==> src/rtl/ilv_pkg.sv <==
package ilv_pkg;

  typedef enum logic [1:0] {
    ST_IDLE = 2'd0,
    ST_ADDR = 2'd1,
    ST_ACC  = 2'd2,
    ST_XFER = 2'd3
  } ilv_state_e;

  // Total fill length in cycles for one timing mode.
  function automatic int unsigned fill_latency(input bit single,
                                               input int unsigned words,
                                               input int unsigned addr_cyc,
                                               input int unsigned acc_cyc);
    if (single) return words * (addr_cyc + acc_cyc + 1);
    return addr_cyc + acc_cyc + words;
  endfunction

  // Cycle (1 = first cycle after acceptance) in which word k is returned.
  function automatic int unsigned word_cycle(input bit single,
                                             input int unsigned k,
                                             input int unsigned addr_cyc,
                                             input int unsigned acc_cyc);
    if (single) return (k + 1) * (addr_cyc + acc_cyc + 1);
    return addr_cyc + acc_cyc + 1 + k;
  endfunction

endpackage

==> src/rtl/ilv_bank.sv <==
module ilv_bank #(
  parameter int DATA_W = 32,
  parameter int ROWS   = 16,
  localparam int ROW_W = $clog2(ROWS)
) (
  input  logic              clk,
  input  logic              rst_n,
  input  logic              wr_en,
  input  logic [ROW_W-1:0]  wr_row,
  input  logic [DATA_W-1:0] wr_data,
  input  logic              rd_en,
  input  logic [ROW_W-1:0]  rd_row,
  output logic [DATA_W-1:0] rd_q
);

  logic [DATA_W-1:0] mem [ROWS];

  always_ff @(posedge clk) begin
    if (wr_en) mem[wr_row] <= wr_data;
  end

  // Read data is captured when the access time ends and held for transfer.
  always_ff @(posedge clk or negedge rst_n) begin
    if (!rst_n)     rd_q <= '0;
    else if (rd_en) rd_q <= mem[rd_row];
  end

endmodule

==> src/rtl/ilv_seq.sv <==
module ilv_seq
  import ilv_pkg::*;
#(
  parameter int WORDS    = 4,
  parameter int ROW_W    = 4,
  parameter int ADDR_CYC = 1,
  parameter int ACC_CYC  = 6,
  localparam int IDX_W   = $clog2(WORDS),
  localparam int PH_MAX  = (ADDR_CYC > ACC_CYC) ? ADDR_CYC : ACC_CYC,
  localparam int PH_W    = $clog2(PH_MAX + 1)
) (
  input  logic             clk,
  input  logic             rst_n,
  input  logic             req_valid,
  input  logic [ROW_W-1:0] req_row,
  input  logic             req_single,
  output logic             ready,
  output logic             accept,
  output logic             busy,
  output logic             mode_q,
  output logic [WORDS-1:0] bank_rd_en,
  output logic [ROW_W-1:0] row_q,
  output logic             xfer_valid,
  output logic [IDX_W-1:0] xfer_idx,
  output logic             last_word
);

  ilv_state_e       state;
  logic [PH_W-1:0]  ph;
  logic [IDX_W-1:0] widx;
  logic             addr_last;
  logic             acc_last;

  assign ready      = (state == ST_IDLE);
  assign accept     = ready && req_valid;
  assign busy       = !ready;
  assign addr_last  = (state == ST_ADDR) && (ph == PH_W'(ADDR_CYC - 1));
  assign acc_last   = (state == ST_ACC)  && (ph == PH_W'(ACC_CYC - 1));
  assign xfer_valid = (state == ST_XFER);
  assign xfer_idx   = widx;
  assign last_word  = xfer_valid && (widx == IDX_W'(WORDS - 1));

  // Overlapped mode opens every bank at once; single-bank mode only the current one.
  for (genvar b = 0; b < WORDS; b++) begin : g_rd_en
    assign bank_rd_en[b] = acc_last && (!mode_q || (widx == IDX_W'(b)));
  end

  always_ff @(posedge clk or negedge rst_n) begin
    if (!rst_n) begin
      state  <= ST_IDLE;
      ph     <= '0;
      widx   <= '0;
      row_q  <= '0;
      mode_q <= 1'b0;
    end else begin
      unique case (state)
        ST_IDLE: begin
          if (req_valid) begin
            state  <= ST_ADDR;
            ph     <= '0;
            widx   <= '0;
            row_q  <= req_row;
            mode_q <= req_single;
          end
        end
        ST_ADDR: begin
          if (addr_last) begin
            state <= ST_ACC;
            ph    <= '0;
          end else begin
            ph <= ph + PH_W'(1);
          end
        end
        ST_ACC: begin
          if (acc_last) begin
            state <= ST_XFER;
            ph    <= '0;
          end else begin
            ph <= ph + PH_W'(1);
          end
        end
        ST_XFER: begin
          if (last_word) begin
            state <= ST_IDLE;
          end else begin
            widx <= widx + IDX_W'(1);
            if (mode_q) state <= ST_ADDR;
          end
        end
        default: state <= ST_IDLE;
      endcase
    end
  end

  assert_accept_blocks_R2: assert property (@(posedge clk) disable iff (!rst_n)
    (ready && req_valid) |=> !ready);

  assert_ovl_back_to_back_R3: assert property (@(posedge clk) disable iff (!rst_n)
    (xfer_valid && !last_word && !mode_q) |=> (xfer_valid && xfer_idx == $past(xfer_idx) + IDX_W'(1)));

  assert_single_gap_R4: assert property (@(posedge clk) disable iff (!rst_n)
    (xfer_valid && !last_word && mode_q) |=> !xfer_valid);

  assert_single_one_bank_R4: assert property (@(posedge clk) disable iff (!rst_n)
    mode_q |-> $onehot0(bank_rd_en));

endmodule

==> src/rtl/ilv_lat_ctr.sv <==
module ilv_lat_ctr #(
  parameter int LAT_W = 8
) (
  input  logic             clk,
  input  logic             rst_n,
  input  logic             start,
  input  logic             busy,
  input  logic             stop,
  output logic [LAT_W-1:0] fill_cycles
);

  logic [LAT_W-1:0] run_cnt;

  // run_cnt equals the index of the current fill cycle, starting at 1.
  always_ff @(posedge clk or negedge rst_n) begin
    if (!rst_n) begin
      run_cnt     <= '0;
      fill_cycles <= '0;
    end else begin
      if (start)     run_cnt <= LAT_W'(1);
      else if (busy) run_cnt <= run_cnt + LAT_W'(1);
      if (stop)      fill_cycles <= run_cnt;
    end
  end

  assert_hold_when_idle_R6: assert property (@(posedge clk) disable iff (!rst_n)
    !busy |=> $stable(fill_cycles));

endmodule

==> src/rtl/ilv_fill_ctrl.sv <==
module ilv_fill_ctrl
  import ilv_pkg::*;
#(
  parameter int DATA_W   = 32,
  parameter int ROWS     = 16,
  parameter int WORDS    = 4,
  parameter int ADDR_CYC = 1,
  parameter int ACC_CYC  = 6,
  parameter int LAT_W    = 8,
  localparam int ROW_W   = $clog2(ROWS),
  localparam int IDX_W   = $clog2(WORDS),
  localparam int ADDR_W  = ROW_W + IDX_W
) (
  input  logic              clk,
  input  logic              rst_n,
  input  logic              req_valid,
  input  logic [ADDR_W-1:0] req_addr,
  input  logic              req_single,
  output logic              fill_ready,
  output logic              word_valid,
  output logic [IDX_W-1:0]  word_idx,
  output logic [DATA_W-1:0] word_data,
  output logic              fill_done,
  output logic [LAT_W-1:0]  fill_cycles,
  input  logic              pl_we,
  input  logic [IDX_W-1:0]  pl_bank,
  input  logic [ROW_W-1:0]  pl_row,
  input  logic [DATA_W-1:0] pl_data
);

  localparam logic [LAT_W-1:0] LAT_OVL = LAT_W'(fill_latency(1'b0, WORDS, ADDR_CYC, ACC_CYC));
  localparam logic [LAT_W-1:0] LAT_ONE = LAT_W'(fill_latency(1'b1, WORDS, ADDR_CYC, ACC_CYC));

  logic             accept;
  logic             busy;
  logic             mode_q;
  logic [WORDS-1:0] bank_rd_en;
  logic [ROW_W-1:0] row_q;
  logic [DATA_W-1:0] bank_q [WORDS];

  ilv_seq #(
    .WORDS(WORDS), .ROW_W(ROW_W), .ADDR_CYC(ADDR_CYC), .ACC_CYC(ACC_CYC)
  ) seq_i (
    .clk        (clk),
    .rst_n      (rst_n),
    .req_valid  (req_valid),
    .req_row    (req_addr[ADDR_W-1 -: ROW_W]),
    .req_single (req_single),
    .ready      (fill_ready),
    .accept     (accept),
    .busy       (busy),
    .mode_q     (mode_q),
    .bank_rd_en (bank_rd_en),
    .row_q      (row_q),
    .xfer_valid (word_valid),
    .xfer_idx   (word_idx),
    .last_word  (fill_done)
  );

  for (genvar b = 0; b < WORDS; b++) begin : g_bank
    ilv_bank #(.DATA_W(DATA_W), .ROWS(ROWS)) bank_i (
      .clk     (clk),
      .rst_n   (rst_n),
      .wr_en   (pl_we && (pl_bank == IDX_W'(b))),
      .wr_row  (pl_row),
      .wr_data (pl_data),
      .rd_en   (bank_rd_en[b]),
      .rd_row  (row_q),
      .rd_q    (bank_q[b])
    );
  end

  assign word_data = word_valid ? bank_q[word_idx] : '0;

  ilv_lat_ctr #(.LAT_W(LAT_W)) lat_i (
    .clk         (clk),
    .rst_n       (rst_n),
    .start       (accept),
    .busy        (busy),
    .stop        (fill_done),
    .fill_cycles (fill_cycles)
  );

  assert_ready_after_done_R9: assert property (@(posedge clk) disable iff (!rst_n)
    fill_done |=> fill_ready);

  assert_latency_value_R6: assert property (@(posedge clk) disable iff (!rst_n)
    fill_done |=> (fill_cycles == ($past(mode_q) ? LAT_ONE : LAT_OVL)));

endmodule

==> config.mk <==
export PLATFORM = sky130hd
export DESIGN_NAME = ilv_fill_ctrl
export DESIGN_NICKNAME = d
export VERILOG_FILES = /design/src/rtl/ilv_pkg.sv /design/src/rtl/ilv_bank.sv /design/src/rtl/ilv_seq.sv /design/src/rtl/ilv_lat_ctr.sv /design/src/rtl/ilv_fill_ctrl.sv
export SDC_FILE = /design/constraint.sdc
export NUM_CORES = 2
export LEC_CHECK = 0
export BUFFER_PORTS_ARGS = -buffer_cell sky130_fd_sc_hd__buf_4
export CORE_MARGIN = 4
export CORE_UTILIZATION = 63
export CTS_CLUSTER_SIZE = 25
export DETAILED_ROUTE_END_ITERATION = 7
export GPL_ROUTABILITY_DRIVEN = 0
export HOLD_SLACK_MARGIN = 0.12
export MAX_ROUTING_LAYER = met4
export PLACE_DENSITY = 0.9
export SLEW_MARGIN = 25
export SYNTH_ARGS = -nofsm -noshare
export SYNTH_HDL_FRONTEND = slang
export SYNTH_SLANG_ARGS = --single-unit
export TNS_END_PERCENT = 20
==> constraint.sdc <==
create_clock -name clk -period 2.9 [get_ports clk]
set_input_delay 0.435 -clock clk [delete_from_list [all_inputs] [get_ports clk]]
set_output_delay 0.435 -clock clk [all_outputs]
set_load 0.01 [all_outputs]
* After elaboration in Yosys (flattened, before gate mapping)
Memory sizes are Yosys's and may differ from the RTL's. A register that Yosys moved wholly into a read port is not among the register bits.
Cells that the tools add are included.
** Cells by class
- Add/subtract/negate cells :: 3
- Muxes and demuxes :: 27
- Bitwise operators :: 1
- Order comparisons :: 1
- Eq/ne operators :: 16
- Reductions and logical operators :: 31
** Operators with widths (number)
- 32-bit two-way mux :: 3
- 32-bit binary-select mux with 2-bit select :: 1
- 8-bit two-way mux :: 2
- 2-bit two-way mux :: 7
- 2-bit == test, second input constant :: 6
- 1-bit logical AND :: 12
- 3-bit two-way mux :: 3
- 3-bit case mux with 3 select lines :: 1
- 8-bit by 1-bit adder with 8-bit output, second input constant :: 1
- 1-bit two-way mux :: 8
- 2-bit case mux with 4 select lines :: 1
- 2-bit by 1-bit == test with 1-bit output, second input constant :: 3
- 2-bit zero test :: 3
- 2-bit != test, second input constant :: 3
- 1-bit zero test :: 5
- 1-bit logical OR :: 4
- 2-bit by 1-bit != test with 1-bit output, second input constant :: 2
- 2-bit case mux with 2 select lines :: 1
- 2-bit AND reduction :: 2
- 4-bit AND reduction :: 1
- 3-bit by 1-bit adder with 3-bit output, second input constant :: 1
- 3-bit == test, second input constant :: 1
- 3-bit >= comparator, second input constant :: 1
- 3-bit zero test :: 1
- 6 further kinds :: 6
** Word-level totals
- Register bits after elaboration :: 28
- Logic and storage cells :: 90
- Memories kept :: 4
- Memory bits (writable) :: 2048
- Bits of input ports :: 49
** Memories
- g_bank[0].bank_i.mem :: words 16, bits a word 32, rd ports 1, clocked after Yosys merged registers in 1, write ports 1, line ilv_bank.sv:16 : logic [DATA_W-1:0] mem [ROWS];
- g_bank[1].bank_i.mem :: words 16, bits a word 32, rd ports 1, clocked after Yosys merged registers in 1, write ports 1, line ilv_bank.sv:16
- g_bank[2].bank_i.mem :: words 16, bits a word 32, rd ports 1, clocked after Yosys merged registers in 1, write ports 1, line ilv_bank.sv:16
- g_bank[3].bank_i.mem :: words 16, bits a word 32, rd ports 1, clocked after Yosys merged registers in 1, write ports 1, line ilv_bank.sv:16

* Depth between registers and ports, before layout
- Depth after elaboration :: 5
- Mapped depth :: 10
- Depth with buffers taken out :: 7

* Modules after synthesis
From an unflattened synthesis, not the netlist that was laid out.
** Unflattened totals
- Cell total of the unflattened synthesis :: 3753
- Area total of the unflattened synthesis :: 85700.9 um^2
** Modules (own cells, without submodules)
- ilv_bank :: instances 4, cells each 876, area an instance 20788.7 um^2, seq. area each 16175.5 um^2
- ilv_fill_ctrl :: instances 1, cells each 116, area an instance 1032.2 um^2, seq. area each 0.0 um^2
- ilv_seq :: instances 1, cells each 79, area an instance 823.3 um^2, seq. area each 300.3 um^2
- ilv_lat_ctr :: instances 1, cells each 54, area an instance 690.7 um^2, seq. area each 400.4 um^2

* Worst setup path after synthesis
OpenSTA, ideal clock, no wires.
- Kind :: input -> register
- From :: input port pl_bank[0]
- To :: memory g_bank[0].bank_i.mem[10][0] (enable)
- Path buffers :: 2
- Data arrival time :: 2623 ps
- Data required time :: 2479 ps
- Stages :: 4
- Path slack :: -144 ps
- Path through :: or3b_2 clkbuf_1 clkbuf_1 nor2_1
** Between the ends
- Cells in the longest elaborated chain, start to end :: 4
** RTL lines
- start, declared :: line ilv_fill_ctrl.sv:26 : input logic [IDX_W-1:0] pl_bank,
- 2-bit zero test :: line ilv_fill_ctrl.sv:64 : .wr_en (pl_we && (pl_bank == IDX_W'(b))),
- 1-bit logical AND :: line ilv_fill_ctrl.sv:64
- 1-bit two-way mux :: line ilv_bank.sv:19 : if (wr_en) mem[wr_row] <= wr_data;
- 1-bit two-way mux (not written as such) :: line ilv_bank.sv:19
- end, declared :: line ilv_bank.sv:16
No other way between the ends.

* Worst setup path after layout
- From :: register seq_i.widx[0] (netlist: seq_i.xfer_idx[0])
- To :: output port word_data[25]
** Between the ends
- Cells in the longest elaborated chain, start to end :: 5
** RTL lines
- start, declared :: line ilv_seq.sv:30 : logic [IDX_W-1:0] widx;
- start signal, assigned :: line ilv_seq.sv:86 : widx <= widx + IDX_W'(1);
- 2-bit inverter with 3-bit output (not written as such) :: line ilv_fill_ctrl.sv:73 : assign word_data = word_valid ? bank_q[word_idx] : '0;
- 32-bit binary-select mux with 2-bit select :: line ilv_fill_ctrl.sv:73
- 32-bit two-way mux (not written as such) (2 in a row) :: line ilv_fill_ctrl.sv:73
- 32-bit two-way mux :: line ilv_fill_ctrl.sv:73
- end, declared :: line ilv_fill_ctrl.sv:22 : output logic [DATA_W-1:0] word_data,
No other way between the ends. The select of a mux whose other input is x is not followed.

==> impl_results.md <==
- Run status: finished with violations
- Failing checks: design-rule violations, negative setup slack
- Core ar.: 132000 µm²
- Worst-skew pair later-pin latency: 830 ps
- IO Count: 94
- Sequential cell area: 65400 µm²
- Synthesized net count: 3912
- Final HPWL DP: 133000 µm
- Root buffer cell: clkbuf_16
- CTS tree: yes
- Cell variety after synth: 46
- Finish-stage setup viols: 24
- First-pass GRT wire length: 365000 µm
- Cell Count, Final, Fillers Out: 6130
- Critical path class: reg2out
- Num CTS Buffers: 200
- CP Launch Point: seq_i.xfer_idx[0]
- Top-count cell post-synth: edfxtp_1
- Vias per inst: 7.73
- Fin. max-slew vios: 0
- Starting Density: 0.637
- Flop and latch count out of synthesis: 2204
- Worst R2R Path Depth: 8
- Most area-consuming cells after synthesis: edfxtp_1, mux4_2, dfrtp_1
- # clock sinks: 2204
- Largest area contributor in the netlist: edfxtp_1
- Slew margin rel.: 0.305
- CTS max path bufs: 3
- Primary FF master, synth: edfxtp_1
- Ys Warns: 0
- Drt wl/cell: 43.8 µm
- Clk slew on worst S/H paths: 70 ps
- CP Max Fanout: 4
- Die H: 374 µm
- Avg Synthesized Cell Area: 21.9 µm²
- Hold crit path type: in2async
- Tightest Pin Transition: 1040 ps
- Min Tclk post-route: 3050 ps
- Final hold vios: 0
- Crit path DAT: 2620 ps
- GR Util All Layers: 0.387
- Area delta synth->final: 14.7%
- PortBufs: 91
- H-tree depth: 4
- Pin count of the biggest net entering global routing: 65
- Final WL: 268000 µm
- Initial antenna violation count: 37
- RSZ-0062 raised after global routing: yes
- CP endpoint: word_data[25]
- Peak Freq: 0.327 GHz
- Area share of the largest cell type after synthesis: 0.729
- Startpoint Class: register
- Placed insts: 5687
- Cells after Synth: 3851
- Share of post-route cells with drive strength above 1: 0.294
- Nets@finish: 4213
- RR Endpoint: g_bank[1].bank_i.rd_q[24]
- Required time of the critical path: 2470 ps
- DRT Pass-1 Iters: 8
- Leak: 31.4 nW
- MaxCap Viol Count: 0
- Routed via count: 47400
- Die Area: 140000 µm²
- Final worst setup slack: -154 ps
- Area of the multi-input gates: 18400 µm²
- DRC viols: 3
- Clock skew: 44.8 ps
- Post-place setup slack: 176 ps
- Asr flop ratio synth: 0.0708
- # rows: 133
- Flop-to-flop setup slack: 10 ps
- Vias in the first global route: 47300
- FILL cells: 6471
- Synth Cell Area: 84300 µm²
- Max VDD drop: 916 µV
- Commonest cells post-synth: edfxtp_1, mux4_2, mux2i_1
- TNS Setup: -1960 ps
- Die width: 374 µm
- EDFF count, synth: 2048
- Initial drt markers: 10300
- Pwr per Cell Area: 904 nW/µm²
- Grt ovf: 0
- Routed Antenna Nets: 0
- Worst r2r src: seq_i.xfer_idx[0]
- Seq/Total Area, Yosys: 0.775
- Crit end category: output port
- Tot Pwr: 87.4 mW
- Part of the cycle the worst path needs: 1.05
==> sequential cells by signal, summed over array words and instances (netlist names) <==
signal              cells
seq_i.row_q             4
lat_i.fill_cycles       8
lat_i.run_cnt           8
seq_i.state             2
g_bank.bank_i.rd_q    128
seq_i.ph                3
g_bank.bank_i.mem    2048
seq_i.mode_q            1
seq_i.xfer_idx          2
==> where the power goes <==
group | leakage, nW | internal (mW) | switching [mW]
sequential | 20.4 | 35.4 | 1.53
clock | 3.32 | 15.4 | 12.4
combinational | 7.76 | 10.5 | 12.1
total | 31.4 | 61.3 | 26.1
==> worst max-delay path, stage by stage (launching register included) <==
cell	delay (ps)
dfrtp_4	490
buf_12	160
buf_6	200
mux4_2	590
and2_4	190
buf_4	140
==> how the worst min path moves through the flow <==
| stage | slack (ps) | endpoint | startpoint |
|---|---|---|---|
| after floorplan | 140 | g_bank[0].bank_i.rd_q[0] | rst_n |
| after global placement | 440 | g_bank[0].bank_i.rd_q[8] | rst_n |
| after detailed placement | 450 | g_bank[0].bank_i.rd_q[26] | rst_n |
| after CTS | 140 | g_bank[0].bank_i.rd_q[7] | rst_n |
| after global routing | 170 | g_bank[0].bank_i.rd_q[7] | rst_n |
| final | 160 | g_bank[0].bank_i.rd_q[7] | rst_n |
==> metrics by stage <==
step / cell area, µm² / util / hold WS (ps)
final: 96700 / 0.731 / 163
after global routing: 96700 / 0.731 / 175
after floorplan: 84300 / - / 139
after CTS: 96400 / 0.729 / 138
after detailed placement: 89400 / 0.675 / 448
after global placement: 89400 / 0.675 / 441
==> timing repair <==
action | 4_1_cts | 5_1_grt
gates resized for setup | 21 | 43
buffers inserted | 3 | 4
gates cloned | 1 | 3
hold buffers | 7 | 0
pin swaps | 3 | 4
endpoints found under the hold margin | 166 | 0
setup endpoints to repair | 35 | 36
==> cell type report <==
cell class	count	area share
sequential	2204	0.676
multi-input combinational	1428	0.190
clock buffer	289	0.0596
timing repair buffer	307	0.0389
tap	1755	0.0227
clock inverter	93	0.0110
antenna	43	0.00111
inverter	11	0.000427
==> per-layer routing <==
metal | routed length [µm] | up-vias | part of all wire | GRT usage
met1 | 76600 | 23600 | 0.29 | 0.468
met2 | 124000 | 5562 | 0.46 | 0.574
met3 | 44400 | 1494 | 0.17 | 0.125
met5 | 0 | - | 0 | -
met4 | 23000 | 0 | 0.086 | 0.237
li1 | - | 16800 | - | -
==> cell families (layout without fill, tap and decap cells) <==
family,count (synthesis),after routing,synth area share
flops,2204,2204,0.775
mux,775,775,0.166
simple gates,339,339,0.0190
compound gates,300,300,0.0242
buf+inv,219,700,0.0134
fa+ha+maj,12,12,0.00178
xor+xnor,2,2,0.000208
other cells,0,43,0
==> cell usage in the layout (no fill, tap or decap), types with 5 or more instances in the layout <==
cell type / synthesis / routed
dfrtp_1: 156 / 151
diode_2: 0 / 43
nor2_2: 0 / 6
mux4_2: 492 / 492
nand2_1: 72 / 71
mux2i_1: 225 / 225
clkbuf_16: 0 / 205
clkinv_2: 0 / 30
dlygate4sd3_1: 0 / 7
clkbuf_8: 0 / 37
buf_12: 0 / 101
nand2b_1: 9 / 8
and2_1: 32 / 9
buf_4: 32 / 170
inv_1: 11 / 11
a31oi_1: 10 / 10
o21ai_0: 11 / 11
clkinv_4: 0 / 5
edfxtp_1: 2048 / 2048
and2_4: 0 / 23
o221ai_1: 63 / 63
clkinvlp_4: 0 / 10
clkinv_1: 0 / 17
mux2_2: 58 / 58
o32ai_1: 16 / 16
bufinv_16: 0 / 17
buf_6: 13 / 23
clkbuf_1: 85 / 50
or3_1: 9 / 9
nor2_4: 0 / 65
a21oi_1: 49 / 49
nand3_1: 16 / 14
inv_6: 0 / 6
ha_1: 12 / 10
nor2b_1: 59 / 59
o22ai_1: 132 / 132
nor2_1: 129 / 58
No activity file was read; power rests on OpenSTA's default activity.
